[config.mk]
export PLATFORM = sky130hd
export DESIGN_NAME = lsu_lane_unit
export DESIGN_NICKNAME = d
export VERILOG_FILES = /design/src/rtl/lsu_lane_pkg.sv /design/src/rtl/lane_order_ctrl.sv /design/src/rtl/store_lane_gen.sv /design/src/rtl/load_lane_ext.sv /design/src/rtl/lsu_lane_unit.sv
export SDC_FILE = /design/constraint.sdc
export NUM_CORES = 1
export LEC_CHECK = 0
export CORE_ASPECT_RATIO = 0.5
export CORE_MARGIN = 2
export CORE_UTILIZATION = 61
export DETAILED_ROUTE_END_ITERATION = 7
export DONT_BUFFER_PORTS = 1
export PLACE_DENSITY = 0.86
export SETUP_SLACK_MARGIN = 0.4
export SLEW_MARGIN = 40
export SYNTH_ARGS = -nofsm -noshare
export SYNTH_HDL_FRONTEND = slang
export SYNTH_SLANG_ARGS = --single-unit
[constraint.sdc]
create_clock -name clk -period 6.5 [get_ports clk]
set_input_delay 1.3 -clock clk [delete_from_list [all_inputs] [get_ports clk]]
set_output_delay 1.3 -clock clk [all_outputs]
set_load 0.05 [all_outputs]
[src/rtl/lsu_lane_pkg.sv]
package lsu_lane_pkg;

    localparam int BYTE_W  = 8;
    localparam int LANES   = 4;
    localparam int WORD_W  = BYTE_W * LANES;
    localparam int OFF_W   = $clog2(LANES);
    localparam int CNT_W   = OFF_W + 1;

    typedef enum logic [1:0] {
        LEN_BYTE = 2'b00,
        LEN_HALF = 2'b01,
        LEN_RSVD = 2'b10,
        LEN_WORD = 2'b11
    } acc_len_e;

    typedef struct packed {
        logic [LANES-1:0]  be;
        logic [WORD_W-1:0] data;
        logic              misalign;
        logic              bad_len;
    } st_res_t;

    typedef struct packed {
        st_res_t           st;
        logic [WORD_W-1:0] ld;
    } lane_out_t;

    // item size in bytes, zero for the reserved code
    function automatic logic [CNT_W-1:0] item_bytes(acc_len_e l);
        case (l)
            LEN_BYTE: item_bytes = CNT_W'(1);
            LEN_HALF: item_bytes = CNT_W'(2);
            LEN_WORD: item_bytes = CNT_W'(4);
            default:  item_bytes = '0;
        endcase
    endfunction

    function automatic logic off_misaligned(acc_len_e l, logic [OFF_W-1:0] off);
        case (l)
            LEN_HALF: off_misaligned = off[0];
            LEN_WORD: off_misaligned = (off != '0);
            default:  off_misaligned = 1'b0;
        endcase
    endfunction

    // lane holding the least significant item byte
    function automatic logic [OFF_W-1:0] lane_shift(acc_len_e l, logic [OFF_W-1:0] off,
                                                    logic big);
        logic [CNT_W-1:0] tmp;
        tmp = CNT_W'(LANES) - item_bytes(l) - {1'b0, off};
        lane_shift = big ? tmp[OFF_W-1:0] : off;
    endfunction

    function automatic logic [LANES-1:0] size_mask(acc_len_e l);
        case (l)
            LEN_BYTE: size_mask = LANES'(4'b0001);
            LEN_HALF: size_mask = LANES'(4'b0011);
            LEN_WORD: size_mask = LANES'(4'b1111);
            default:  size_mask = '0;
        endcase
    endfunction

endpackage

[src/rtl/lane_order_ctrl.sv]
module lane_order_ctrl (
    input  logic cfg_big,
    input  logic rev_bit,
    input  logic user_mode,
    output logic eff_big
);
    logic rev_live;

    assign rev_live = rev_bit & user_mode;
    assign eff_big  = cfg_big ^ rev_live;

    always_comb begin

        kernel_rev_ignored_chk: assert (user_mode || (eff_big == cfg_big));
    end

endmodule

[src/rtl/store_lane_gen.sv]
module store_lane_gen
    import lsu_lane_pkg::*;
#(
    parameter int NLANES = LANES
) (
    input  logic [OFF_W-1:0]         off,
    input  acc_len_e                 len,
    input  logic                     eff_big,
    input  logic [NLANES*BYTE_W-1:0] data_in,
    output st_res_t                  res
);
    localparam int DW = NLANES * BYTE_W;

    logic [OFF_W-1:0]  sh;
    logic              bad, mis, err;
    logic [NLANES-1:0] be;
    logic [DW-1:0]     moved;
    logic [DW-1:0]     lane_data;

    assign sh    = lane_shift(len, off, eff_big);
    assign bad   = (len == LEN_RSVD);
    assign mis   = off_misaligned(len, off);
    assign err   = bad | mis;
    assign be    = err ? '0 : (size_mask(len) << sh);
    assign moved = data_in << {sh, 3'b000};

    for (genvar g = 0; g < NLANES; g++) begin : g_lane
        assign lane_data[g*BYTE_W +: BYTE_W] = be[g] ? moved[g*BYTE_W +: BYTE_W] : '0;
    end

    assign res.be       = be;
    assign res.data     = lane_data;
    assign res.misalign = mis;
    assign res.bad_len  = bad;

    always_comb begin

        rsvd_len_no_be_chk: assert (len != LEN_RSVD || (res.bad_len && res.be == '0));

        misalign_no_be_chk: assert (!res.misalign || res.be == '0);

        be_count_chk: assert (res.misalign || res.bad_len
                              || $countones(res.be) == int'(item_bytes(len)));

        for (int i = 0; i < NLANES; i++) begin
            idle_lane_zero_chk: assert (res.be[i] || res.data[i*BYTE_W +: BYTE_W] == '0);
        end
    end

endmodule

[src/rtl/load_lane_ext.sv]
module load_lane_ext
    import lsu_lane_pkg::*;
#(
    parameter int NLANES = LANES
) (
    input  logic [OFF_W-1:0]         off,
    input  acc_len_e                 len,
    input  logic                     eff_big,
    input  logic                     sgn,
    input  logic [NLANES*BYTE_W-1:0] word_in,
    output logic [NLANES*BYTE_W-1:0] data_out
);
    localparam int DW = NLANES * BYTE_W;
    localparam int HW = 2 * BYTE_W;

    logic [OFF_W-1:0] sh;
    logic             err;
    logic [DW-1:0]    rj;

    assign sh  = lane_shift(len, off, eff_big);
    assign err = (len == LEN_RSVD) | off_misaligned(len, off);
    assign rj  = word_in >> {sh, 3'b000};

    always_comb begin
        data_out = '0;
        if (!err) begin
            case (len)
                LEN_BYTE: data_out = {{(DW-BYTE_W){sgn & rj[BYTE_W-1]}}, rj[BYTE_W-1:0]};
                LEN_HALF: data_out = {{(DW-HW){sgn & rj[HW-1]}}, rj[HW-1:0]};
                default:  data_out = rj;
            endcase
        end
    end

    always_comb begin

        zero_ext_chk: assert (sgn || len != LEN_BYTE || data_out[DW-1:BYTE_W] == '0);

        sign_ext_chk: assert (!sgn || len != LEN_HALF || err
                              || data_out[DW-1:HW] == {(DW-HW){data_out[HW-1]}});
    end

endmodule

[src/rtl/lsu_lane_unit.sv]
module lsu_lane_unit
    import lsu_lane_pkg::*;
#(
    parameter bit OUT_REG = 1'b1
) (
    input  logic              clk,
    input  logic              rst,
    input  logic [OFF_W-1:0]  byte_off,
    input  logic [1:0]        acc_len,
    input  logic              cfg_big_endian,
    input  logic              rev_order,
    input  logic              user_mode,
    input  logic [WORD_W-1:0] st_data,
    input  logic [WORD_W-1:0] ld_word,
    input  logic              ld_signed,
    output logic [LANES-1:0]  wr_be,
    output logic [WORD_W-1:0] wr_data,
    output logic [WORD_W-1:0] ld_data,
    output logic              misalign_err,
    output logic              len_err
);
    acc_len_e   len;
    logic       eff_big;
    st_res_t    st_res;
    logic [WORD_W-1:0] ld_res;
    lane_out_t  nxt, cur;

    assign len = acc_len_e'(acc_len);

    lane_order_ctrl u_order (
        .cfg_big   (cfg_big_endian),
        .rev_bit   (rev_order),
        .user_mode (user_mode),
        .eff_big   (eff_big)
    );

    store_lane_gen #(.NLANES(LANES)) u_store (
        .off     (byte_off),
        .len     (len),
        .eff_big (eff_big),
        .data_in (st_data),
        .res     (st_res)
    );

    load_lane_ext #(.NLANES(LANES)) u_load (
        .off      (byte_off),
        .len      (len),
        .eff_big  (eff_big),
        .sgn      (ld_signed),
        .word_in  (ld_word),
        .data_out (ld_res)
    );

    assign nxt.st = st_res;
    assign nxt.ld = ld_res;

    if (OUT_REG) begin : g_reg
        logic past_ok;
        always_ff @(posedge clk) begin
            if (rst) begin
                cur     <= '0;
                past_ok <= 1'b0;
            end else begin
                cur     <= nxt;
                past_ok <= 1'b1;
            end
        end


        reg_stage_chk: assert property (@(posedge clk) disable iff (rst)
            past_ok |-> (wr_be == $past(st_res.be) && ld_data == $past(ld_res)));
    end else begin : g_comb
        assign cur = nxt;
    end

    assign wr_be        = cur.st.be;
    assign wr_data      = cur.st.data;
    assign misalign_err = cur.st.misalign;
    assign len_err      = cur.st.bad_len;
    assign ld_data      = cur.ld;

endmodule

=== Yosys cells after proc, flatten, opt, wreduce, memory -nomap -nowiden ===
Index checks and enable logic that the tools add are counted.

* Flip-flop bits (word level): 70
* Input bits: 74
* Logic and storage cells: 38

* $add $sub $neg: 2
* Equality and inequality tests: 3
* Shift operators: 3
* Multiplexer cells: 6
* Bitwise operators: 9
* Reductions and logical operators: 7

{| class="wikitable"
|+ Operators with widths
! kind !! number
|-
| case mux 32 bit (2 select lines) || 1
|-
| << shifter 32 x 5 -> 32 bit || 1
|-
| right shift 32 x 5 -> 32 bit || 1
|-
| case mux 4 bit (3 select lines) || 1
|-
| OR reduction 2 bit || 5
|-
| case mux 2 bit (3 select lines) || 1
|-
| equality test 2 bit, second input constant || 2
|-
| two-way mux 4 bit || 1
|-
| inverter 1 bit || 4
|-
| << shifter 4 x 2 -> 4 bit || 1
|-
| bitwise AND 1 bit || 3
|-
| equality test 2 x 1 -> 1 bit, second input constant || 1
|-
| zero test 2 bit || 1
|-
| two-way mux 2 bit || 1
|-
| case mux 1 bit (2 select lines) || 1
|-
| nonzero test 2 bit || 1
|-
| subtractor 1 x 2 -> 2 bit, first input constant || 1
|-
| subtractor 2 bit || 1
|-
| OR 1 bit || 1
|-
| XOR 1 bit || 1
|}

=== Depth between registers and ports, before layout ===
* Depth after elaboration: 9
* Gate-level depth with buffers: 12
* Depth with buffers taken out: 8

=== Cells and area by module ===
From an unflattened synthesis, not the netlist that was laid out.

* Cells, all modules: 456
* Area, all modules: 4053.9 sq um

{| class="wikitable"
|+ Modules (own cells, without submodules)
! module !! instances !! cells each !! area an instance (sq um) !! seq. area each (sq um)
|-
| lsu_lane_unit || 1 || 147 || 1874.3 || 1401.3
|-
| store_lane_gen || 1 || 150 || 1159.9 || 0.0
|-
| load_lane_ext || 1 || 157 || 1007.2 || 0.0
|-
| lane_order_ctrl || 1 || 2 || 12.5 || 0.0
|}

=== Least setup slack after synthesis ===
Ideal clock, no wire load.

* Path type: input to register
* Start: input acc_len[1]
* End: register cur (netlist bit ld_data[20])
* Library setup time: 123 ps
* Data arrival time: 3308 ps
* Required time: 6377 ps
* Slack: 3069 ps
* Stages on the path: 10
* Path buffers: 2
* Cells stage by stage: buf_2 > nor2_1 > inv_1 > ha_1 > a21boi_2 > nor2_2 > mux2_4 > o211ai_4 > buf_4 > nand3_1

* Word-level cells in the longest chain between the ends: 8

{| class="wikitable"
|+ RTL lines
! item !! RTL line !! text
|-
| from (decl) || lsu_lane_unit.sv:9 || <nowiki>input logic [1:0] acc_len,</nowiki>
|-
| equality test 2 bit, or another cell as far along || lsu_lane_pkg.sv:30, lsu_lane_pkg.sv:39 ||
|-
| case mux 2 bit (3 select lines) || lsu_lane_pkg.sv:30 || <nowiki>case (l)</nowiki>
|-
| subtractor 1 x 2 -> 2 bit || lsu_lane_pkg.sv:50 || <nowiki>tmp = CNT_W'(LANES) - item_bytes(l) - {1'b0, off};</nowiki>
|-
| subtractor 2 bit || lsu_lane_pkg.sv:50 ||
|-
| two-way mux 2 bit || lsu_lane_pkg.sv:51 || <nowiki>lane_shift = big ? tmp[OFF_W-1:0] : off;</nowiki>
|-
| right shift 32 x 5 -> 32 bit || load_lane_ext.sv:22 || <nowiki>assign rj = word_in >> {sh, 3'b000};</nowiki>
|-
| bitwise AND 1 bit (on tied branches) || load_lane_ext.sv:29, load_lane_ext.sv:28 ||
|-
| case mux 32 bit (2 select lines) || load_lane_ext.sv:27 || <nowiki>case (len)</nowiki>
|-
| to (signal assigned) || lsu_lane_unit.sv:64 || <nowiki>cur <= nxt;</nowiki>
|-
| to (decl) || lsu_lane_unit.sv:26 || <nowiki>lane_out_t nxt, cur;</nowiki>
|}

Parallel ways exist; a longest one is shown, timed or not.
A chain may end at the register's enable or synchronous reset.

=== Final worst setup path ===
* Start: input acc_len[0]
* End: register cur (netlist bit ld_data[10])

* Word-level cells in the longest chain between the ends: 8

{| class="wikitable"
|+ RTL lines
! item !! RTL line !! text
|-
| equality test 2 bit, or another cell as far along || lsu_lane_pkg.sv:30, lsu_lane_pkg.sv:39 ||
|-
| case mux 2 bit (3 select lines) || lsu_lane_pkg.sv:30 ||
|-
| subtractor 1 x 2 -> 2 bit || lsu_lane_pkg.sv:50 ||
|-
| subtractor 2 bit || lsu_lane_pkg.sv:50 ||
|-
| two-way mux 2 bit || lsu_lane_pkg.sv:51 ||
|-
| right shift 32 x 5 -> 32 bit || load_lane_ext.sv:22 ||
|-
| bitwise AND 1 bit || load_lane_ext.sv:28 || <nowiki>LEN_BYTE: data_out = {{(DW-BYTE_W){sgn & rj[BYTE_W-1]}}, rj[BYTE_W-1:0]};</nowiki>
|-
| case mux 32 bit (2 select lines) || load_lane_ext.sv:27 ||
|}

Parallel ways exist; a longest one is shown, timed or not.

==> impl_summary.txt <==
----------------------------------------------------
[Floorplanning]
  Vertical die dimension ... 55.7 µm
  Initial Util ... 64.8%
  Overall die width ... 107 µm
  Core area ... 5020 µm²
  Site row count ... 18
  Count of pins on the block boundary ... 144
  Die outline area ... between 5000 and 6000 µm²

[Power]
  Peak supply drop ... between 150 and 200 µV
  Static leakage ... 1.39 nW
  Power consumption ... around 1.1 mW
  PwrDens ... 325 nW/µm²

[Place]
  Placed wire-length estimate ... 6350 µm
  Input/output buffers ... 0
  Final weighted congestion of routability-driven global placement ... 0.962

[Job]
  Count of max-cap constraint violations ... 0

[Timing]
  Slew HR ... 48.2%
  Fraction of the cycle the final worst path needs ... a little under three fifths
  Final total negative setup slack ... 0 ps
  Unrepaired setup endpoints after global routing ... no
  Fin. max-slew vios ... 0
  Final number of setup-violating endpoints ... 0
  Slew at the pin closest to its max-slew limit ... 776 ps
  Final min period ... 3740 ps
  Hold Violations, Final ... 0
  Peak Freq ... 268 MHz

[Outcome]
  Status ... finished, final reports clean

[Detailed routing]
  Antenna violation net count after detailed routing ... 0
  First-pass iteration count of the detailed router ... 5
  Final routed wirelength across all metal layers ... 8800 µm
  Average wire per standard cell ... 21.5 µm
  Vias ... 2694
  Count of unresolved DRC violations after routing ... 0
  1st-iter DRT viols ... 192
  Mean number of vias per cell ... 6.59

[Synth]
  Synth warnings ... 0
  Proportion of synthesized chip area in sequential cells ... 43.0%
  Synth async-reset ratio ... 0%
  Cell type with the highest aggregate area in the netlist ... sky130_fd_sc_hd__dfxtp_1
  Leading cell types by count after synthesis ... sky130_fd_sc_hd__dfxtp_1 (70), sky130_fd_sc_hd__nand3_1 (39), sky130_fd_sc_hd__nand2_1 (37)
  Post-synthesis cell type count ... 53
  Number of instances in the synthesized netlist ... 344
  Per-instance average area after synthesis ... roughly 9.5 µm²
  Post-Syn Area ... roughly 3300 µm²
  Post-synthesis sequential element count ... 70
  Largest cells by area after synthesis ... sky130_fd_sc_hd__dfxtp_1 (43%), sky130_fd_sc_hd__mux2_2 (8.3%), sky130_fd_sc_hd__nand3_1 (6.0%), sky130_fd_sc_hd__nand2_1 (4.3%), sky130_fd_sc_hd__a211oi_2 (3.1%)
  Total nets after synthesis ... 420
  Top-count cell post-synth ... sky130_fd_sc_hd__dfxtp_1
  Top flip-flop cell by instance count after synthesis ... sky130_fd_sc_hd__dfxtp_1
  Portion of synthesized cell area occupied by the leading cell type ... 43.0%
  Number of enable flip-flop cells after synthesis ... 0

[Setup path]
  Worst endpoint required time ... 6690 ps
  Crit path launch type ... primary input
  Maximum net fanout on the critical path ... 18
  Count of buffering cells on the critical path with inverters included ... 1
  Highest-delay cell along the critical path ... sky130_fd_sc_hd__nor2_2
  Worst path max stage delay ... between 600 and 700 ps
  Family of cells with the greatest summed delay on the critical path ... compound AO/OA/AOI/OAI gates
  Critical path capture point type ... flop
  Cells along the critical path ... nor2_1 > inv_1 > ha_1 > a21boi_2 > nor2_2 > mux2_4 > o211ai_4 > o21ai_0
  Kind of critical path ... primary input to flop
  Data arrival at the endpoint of the critical path ... a little under 4000 ps

[Clock tree]
  Post-cts resize count ... 0
  Number of buffers added by the clock tree synthesis step ... 9
  Clock slew at reported path FFs ... 70 ps
  H-tree levels ... 3
  Clock sink total ... 70
  Clk root buf ... sky130_fd_sc_hd__clkbuf_8
  Setup repair bufs after CTS ... 0
  CTS tree ... done
  Hold_buf cts ... 0
  Buffer depth of the longest clock path ... 2

[Layout]
  Fin nets ... 411
  Antenna diode count ... 0
  Fraction of final layout cells sized beyond drive strength 1 ... 22.4%
  Area growth from synthesis to final layout ... 6.72%
  Fill cell count ... 381

[Hold path]
  Kind of path behind the tightest hold check ... primary input to flop

[GRT]
  Wire length of the first global-routing pass ... 13800 µm
  Congestion Overflow GR ... 0
  Pin count of the biggest net entering global routing ... 22
  Number of global-route vias before repair ... 2675
  Antenna violations before repair ... 0
  Overall track demand over capacity in global routing ... 29.8%

----------------------------------------------------
[worst paths after layout]
kind | cells after the start | end | startpoint | slack, ps
worst max-delay path | 8 | ld_data[10]$_SDFF_PP0_ | acc_len[0] | 2760
worst min-delay path | 1 | misalign_err$_SDFF_PP0_ | rst | 1020
[logic make-up (layout without fill, tap and decap cells)]
| group | count (synthesis) | after routing | share of synthesized area [%] |
|---|---|---|---|
| multiplexers | 33 | 33 | 11.2 |
| buffers and inverters | 27 | 22 | 4.57 |
| AO/OA/AOI/OAI | 78 | 78 | 19.3 |
| XOR/XNOR | 2 | 2 | 0.769 |
| adder cells (fa/ha/maj) | 2 | 2 | 0.768 |
| flip-flops | 70 | 70 | 43.0 |
| AND/OR/NAND/NOR | 132 | 132 | 20.3 |
[stage by stage]
stage | instances | hold WS (ps) | cell area [µm²] | util [%] | worst slack (ps)
final | 409 | 1020 | 3480 | 69.2 | 2760
after floorplan | 344 | 1380 | 3260 | - | 3070
after global routing | 409 | 1010 | 3480 | 69.2 | 2620
after detailed placement | 394 | 1380 | 3230 | 64.3 | 2490
after global placement | 394 | 1380 | 3230 | 64.3 | 2530
after CTS | 409 | 1020 | 3480 | 69.2 | 2820
[layout make-up]
class / count / area [µm²] / area share [%]
multi-input combinational: 247 / 1710 / 49.2
sequential: 70 / 1400 / 40.3
clock buffer: 10 / 138 / 3.96
clock inverter: 5 / 106 / 3.06
tap: 70 / 87.6 / 2.52
inverter: 5 / 18.8 / 0.540
timing repair buffer: 2 / 15.0 / 0.432
[placed cells by master (no fill, tap or decap), types with 8 or more instances in the layout]
cell and count:
sky130_fd_sc_hd__dfxtp_1 70, sky130_fd_sc_hd__nand3_1 39, sky130_fd_sc_hd__nand2_1 36, sky130_fd_sc_hd__nor2_1 24
sky130_fd_sc_hd__mux2_2 24, sky130_fd_sc_hd__a21oi_1 19, sky130_fd_sc_hd__o21ai_0 14, sky130_fd_sc_hd__clkbuf_8 10
sky130_fd_sc_hd__and2_1 9, sky130_fd_sc_hd__mux2i_1 8, sky130_fd_sc_hd__a211oi_2 8
[flip-flops by register name (all words and copies together) (netlist names)]
register      flops
ld_data          32
wr_data          32
wr_be             4
len_err           1
misalign_err      1
[power by group]
part | switching [mW] | total, mW | internal [mW] | leakage (nW)
Sequential | 0.0851 | 0.536 | 0.450 | 0.570
Combinational | 0.101 | 0.163 | 0.0623 | 0.706
Clock | 0.166 | 0.430 | 0.265 | 0.119
Total | 0.352 | 1.13 | 0.777 | 1.39
[metal layers]
layer / GRT usage, % / share of wire (%) / vias to the layer above
li1: - / - / 1205
met1: 36.3 / 40 / 1291
met2: 48.6 / 47 / 172
met3: 11.6 / 10 / 26
met4: 10.1 / 2.1 / 0
met5: 0 / 0 / -
No activity file was read; power rests on OpenSTA's default activity.
